### src/rtl/mcast_overlay_pkg.sv
package mcast_overlay_pkg;

  typedef enum logic [1:0] {
    SEL_BASE_LO = 2'd0,
    SEL_BASE_HI = 2'd1,
    SEL_SIZE    = 2'd2,
    SEL_NONE    = 2'd3
  } cfgSel_e;

  // Strobes from control to datapath
  typedef struct packed {
    logic loadOut;
    logic wrBaseLo;
    logic wrBaseHi;
    logic wrSize;
  } ovlStrobe_t;

endpackage

### src/rtl/mcast_overlay_ctrl.sv
module mcast_overlay_ctrl
  import mcast_overlay_pkg::*;
(
  input  logic       clk,
  input  logic       rstN,
  input  logic       cfgWrEn,
  input  logic [1:0] cfgSel,
  input  logic       inValid,
  input  logic       outReady,
  output logic       inReady,
  output logic       outValid,
  output ovlStrobe_t strobe
);

  logic validQ;

  // The output slot is free when it is empty or being drained
  assign inReady  = !validQ || outReady;
  assign outValid = validQ;

  always_comb begin
    strobe          = '0;
    strobe.loadOut  = inValid && inReady;
    strobe.wrBaseLo = cfgWrEn && (cfgSel == SEL_BASE_LO);
    strobe.wrBaseHi = cfgWrEn && (cfgSel == SEL_BASE_HI);
    strobe.wrSize   = cfgWrEn && (cfgSel == SEL_SIZE);
  end

  always_ff @(posedge clk) begin
    if (!rstN) begin
      validQ <= 1'b0;
    end else if (inReady) begin
      validQ <= inValid;
    end
  end

endmodule

### src/rtl/mcast_overlay_dpath.sv
module mcast_overlay_dpath
  import mcast_overlay_pkg::*;
#(
  parameter int ADDR_W = 64,
  parameter int SIZE_W = 6
) (
  input  logic                clk,
  input  logic                rstN,
  input  ovlStrobe_t          strobe,
  input  logic [ADDR_W/2-1:0] cfgWrData,
  input  logic [ADDR_W-1:0]   inAddr,
  input  logic                inFourDw,
  output logic [ADDR_W-1:0]   outAddr,
  output logic                outFourDw,
  output logic                outRewritten
);

  localparam int HALF_W = ADDR_W / 2;

  logic [ADDR_W-1:0] baseQ;
  logic [SIZE_W-1:0] sizeQ;
  logic [ADDR_W-1:0] keepMask;
  logic [ADDR_W-1:0] mixedAddr;
  logic [ADDR_W-1:0] nextAddr;
  logic              nextFourDw;
  logic              overlayOn;

  // Configuration registers
  always_ff @(posedge clk) begin
    if (!rstN) begin
      baseQ <= '0;
      sizeQ <= '0;
    end else begin
      if (strobe.wrBaseLo) baseQ[HALF_W-1:0]      <= cfgWrData;
      if (strobe.wrBaseHi) baseQ[ADDR_W-1:HALF_W] <= cfgWrData;
      if (strobe.wrSize)   sizeQ                  <= cfgWrData[SIZE_W-1:0];
    end
  end

  // One mask bit per address bit: keep the input bit below the size
  for (genvar i = 0; i < ADDR_W; i++) begin : g_mask
    assign keepMask[i] = (32'(sizeQ) > i);
  end

  assign overlayOn = (sizeQ != '0);
  assign mixedAddr = (inAddr & keepMask) | (baseQ & ~keepMask);

  always_comb begin
    if (overlayOn) begin
      nextAddr   = {mixedAddr[ADDR_W-1:2], 2'b00};
      nextFourDw = |nextAddr[ADDR_W-1:HALF_W];
    end else begin
      nextAddr   = {inAddr[ADDR_W-1:2], 2'b00};
      nextFourDw = inFourDw;
    end
  end

  always_ff @(posedge clk) begin
    if (!rstN) begin
      outAddr      <= '0;
      outFourDw    <= 1'b0;
      outRewritten <= 1'b0;
    end else if (strobe.loadOut) begin
      outAddr      <= nextAddr;
      outFourDw    <= nextFourDw;
      outRewritten <= overlayOn;
    end
  end

endmodule

### src/rtl/mcast_overlay_rewriter.sv
module mcast_overlay_rewriter
  import mcast_overlay_pkg::*;
#(
  parameter int ADDR_W = 64,
  parameter int SIZE_W = 6
) (
  input  logic                clk,
  input  logic                rstN,
  input  logic                cfgWrEn,
  input  logic [1:0]          cfgSel,
  input  logic [ADDR_W/2-1:0] cfgWrData,
  input  logic                inValid,
  output logic                inReady,
  input  logic [ADDR_W-1:0]   inAddr,
  input  logic                inFourDw,
  output logic                outValid,
  input  logic                outReady,
  output logic [ADDR_W-1:0]   outAddr,
  output logic                outFourDw
);

  ovlStrobe_t strobe;
  logic       outRewritten;

  mcast_overlay_ctrl u_ctrl (
    .clk      (clk),
    .rstN     (rstN),
    .cfgWrEn  (cfgWrEn),
    .cfgSel   (cfgSel),
    .inValid  (inValid),
    .outReady (outReady),
    .inReady  (inReady),
    .outValid (outValid),
    .strobe   (strobe)
  );

  mcast_overlay_dpath #(
    .ADDR_W (ADDR_W),
    .SIZE_W (SIZE_W)
  ) u_dpath (
    .clk          (clk),
    .rstN         (rstN),
    .strobe       (strobe),
    .cfgWrData    (cfgWrData),
    .inAddr       (inAddr),
    .inFourDw     (inFourDw),
    .outAddr      (outAddr),
    .outFourDw    (outFourDw),
    .outRewritten (outRewritten)
  );

endmodule

### config.mk
export PLATFORM = sky130hd
export DESIGN_NAME = mcast_overlay_rewriter
export DESIGN_NICKNAME = d
export VERILOG_FILES = /design/src/rtl/mcast_overlay_pkg.sv /design/src/rtl/mcast_overlay_ctrl.sv /design/src/rtl/mcast_overlay_dpath.sv /design/src/rtl/mcast_overlay_rewriter.sv
export SDC_FILE = /design/constraint.sdc
export NUM_CORES = 1
export LEC_CHECK = 0
export BUFFER_PORTS_ARGS = -buffer_cell sky130_fd_sc_hd__clkbuf_2
export CORE_MARGIN = 1
export CORE_UTILIZATION = 48
export CTS_CLUSTER_SIZE = 20
export DETAILED_ROUTE_END_ITERATION = 16
export PLACE_DENSITY = 0.8
export SETUP_SLACK_MARGIN = 0.15
export SKIP_CTS_REPAIR_TIMING = 1
export SYNTH_ARGS = -nofsm -noshare
export SYNTH_HDL_FRONTEND = slang
export SYNTH_SLANG_ARGS = --single-unit
### constraint.sdc
create_clock -name clk -period 2.35 [get_ports clk]
set_input_delay 0.235 -clock clk [delete_from_list [all_inputs] [get_ports clk]]
set_output_delay 0.235 -clock clk [all_outputs]
set_load 0.01 [all_outputs]
==> results.ini <==
[power]
internal-power_mw = 4.494
seqPwrFrac = 0.397
ir_drop_v = 0.0004996
comb_power_share = 0.171
p_switching_mw = 1.701
p_clk_frac = 0.432
power_switching_share = 0.2746
p_leak_nw = 3.763
pwr_density_cell_nw_per_um2 = 728.0

[hold_path]
hp-start = cfgWrData[30]
hp-class = input pin to flip-flop

[cts]
cts_tree = yes
cts_num_sinks = 132
numCtsBuffers = 17
cts_max_path_buffers = 2
cts-htree-levels = 4
clkLatencyLatePin_ps = 430
ctsRootBufferMaster = clkbuf_16
clkSlewWorstSetupHoldPaths_ps = 60

[synth]
synth_edf_count = 0
synth_area_leaders = dfxtp_1 (42%), nand2_1 (11%), mux2i_1 (9.0%)
async_flop_share = 0
synth-main-ff-cell = dfxtp_1
synth_commonest_cells = nand2_1 (183), dfxtp_1 (132), nor2_1 (94)
synth_area_leader_cell = dfxtp_1
synth_seq_cells = 132
synthCells = 812
synth_area_sq_um = 6242
synth_top_cell_area_share = 0.4233
ys_warn_count = 0
synth_cell_types = 45
syn_avg_cell_area_sq_um = 7.687
yosysMostFrequentCell = nand2_1
ys_seq_area_frac = 0.4233

[setup_path]
r2r-start = u_dpath.sizeQ[3]
endpoint = u_dpath.outFourDw
ff2ff_setup_slack_ps = -100
critPathArrivalTime_ps = 2760
r2r_end = u_dpath.outFourDw
cp-start-kind = flip-flop
ff2ff_path_depth = 8
crit_required_ps = 2660
critPathMaxFanout = 9
startpoint = u_dpath.sizeQ[3]
crit_type = flip-flop to flip-flop
end_kind = flip-flop

[detailed_routing]
route.detailed.drc = 0
ant_nets = 0
wl_met1_mm = 9.911
route.met3.wl_mm = 1.531
vias = 6781
wl_met2_mm = 10.06
post_drt_wl_per_cell_microns = 18.44
drtIter0Drc = 573
top_layer_used = met4
drt-vias-per-instance = 5.623
dr.pass1.iters = 5
routed_wl_mm = 22.23

[global_routing]
grt_use_total = 0.3382
grt_pass1_vias = 6014
antenna_found_initial = 0
grt_pass1_wl_mm = 33.24
overflow = 0
grt_max_degree = 56

[timing]
final_hold_viol_count = 0
fin_ws_ps = -95.96
setup_viol = 1
period_share = 1.041
finClkSkew_ps = 10.79
rsz0062_at_grt = true
relSlewSlack = 0.5173
worst_slew_pin_slew_ps = 724.0
fin_crit_ps = 2446
fmaxAchievable_ghz = 0.4088
drv_slew = 0

[die]
boundaryPins = 171
start_util = 0.4926
die_h_microns = 116.0
fp-row-count = 41
die_w_microns = 116.0
die-area_sq_um = 13460
core_area_sq_um = 12670

[placed_design]
post-place-cells = 1172
dp_hpwl_mm = 16.74
place_area_sq_um = 7754
io_buffer_count = 166
gp_congestion = 1.003

[finish]
final_util = 0.6717
diodes = 0
fin_nets = 1125
postLayoutCellArea_sq_um = 8511
area_growth_pct = 36.34
drive_above_1_share = 0.3143
fin_cells = 1206

[status]
status = finished with violations
violations = setup timing

[run]
drv_cap = 0

[power groups by stage]
| stage | combinational, mW | clock, mW | sequential (mW) |
|---|---|---|---|
| floorplan | 0.514 | 0 | 2.53 |
| global placement | 0.999 | 0 | 2.50 |
| detailed placement | 1.00 | 0 | 2.51 |
| CTS | 1.01 | 2.70 | 2.46 |
| global route | 1.15 | 2.82 | 2.47 |
| finish | 1.06 | 2.68 | 2.46 |
[worst max-delay path, stage by stage, from the launching register on]
cell	delay (ps)
dfxtp_4	360
buf_6	140
buf_4	170
a41oi_4	270
mux2i_2	330
nand4_1	130
or4_4	550
nor4_4	290
o21ai_1	80
[worst min path at each step]
| stage | slack (ps) | end | depth (start not counted) |
|---|---|---|---|
| 2_1_floorplan | 360 | u_ctrl.outValid | 2 |
| 3_5_place_dp | 450 | u_dpath.baseQ[9] | 2 |
| 6_report | 40 | u_dpath.baseQ[30] | 3 |
| 5_1_grt | 40 | u_dpath.baseQ[24] | 3 |
| 4_1_cts | 30 | u_dpath.baseQ[56] | 3 |
| 3_3_place_gp | 440 | u_dpath.baseQ[42] | 2 |
[stage by stage]
stage                     TNS (ps)  hold slack [ps]  setup WS [ps]  total power, mW
after global routing        -139.7            38.13         -139.7            6.440
after floorplan                  0            364.5          125.5            3.041
after detailed placement    -195.4            447.0         -195.4            3.510
final                       -95.96            41.44         -95.96            6.195
after global placement      -150.9            441.3         -150.9            3.500
after CTS                   -216.9            33.05         -216.9            6.170
[cells in the final DEF, fill, tap and decap left out, types with 3 or more instances in the layout]
cell type | netlist | routed
nand2_1 | 183 | 182
clkbuf_2 | 0 | 166
dfxtp_1 | 132 | 126
nor2_1 | 94 | 93
a21oi_1 | 88 | 88
buf_4 | 2 | 87
mux2i_1 | 56 | 54
a211oi_1 | 34 | 33
a311oi_1 | 24 | 24
o21ai_0 | 24 | 21
nand3_1 | 19 | 19
clkbuf_16 | 0 | 17
nor3_1 | 11 | 9
nand4_1 | 6 | 6
a21boi_0 | 9 | 5
nand3b_1 | 5 | 5
clkinv_2 | 0 | 4
a31oi_1 | 5 | 4
clkbuf_8 | 0 | 4
nand2b_1 | 3 | 3
o21a_1 | 3 | 3
a21boi_1 | 0 | 3
nor4_1 | 6 | 3
o21ai_1 | 1 | 3
clkinvlp_4 | 0 | 3
buf_6 | 1 | 3
buf_12 | 0 | 3
dfxtp_2 | 0 | 3
dfxtp_4 | 0 | 3
[sequential cells by signal (all words and copies together), names as in the netlist]
register and cells:
u_ctrl.outValid 1, u_dpath.baseQ 62, u_dpath.outAddr 62, u_dpath.outFourDw 1, u_dpath.sizeQ 6
[layout make-up]
class                           count  area (sq um)
Clock buffer                       21         480.5
Clock inverter                     11         123.9
Fill cell                        1122          4160
Inverter                            3         12.51
Multi-Input combinational cell    608          3443
Sequential cell                   132          2658
Tap cell                          172         215.2
Timing Repair Buffer              259          1578
[cells by family (layout without fill, tap and decap cells)]
group,after synthesis,count (layout),share of synthesized area
flip-flops,132,132,0.4233
AND/OR/NAND/NOR,350,350,0.2373
multiplexers,58,58,0.09341
other,1,2,0.0006007
buffers and inverters,73,294,0.04650
AO/OA/AOI/OAI,198,198,0.1988
[per-layer routing]
layer | global-route usage | up-vias
li1 | - | 3255
met1 | 0.4605 | 3205
met2 | 0.5266 | 279
met3 | 0.06119 | 42
met4 | 0.1402 | 0
met5 | 0 | -
(Power assumes the default switching activity.)
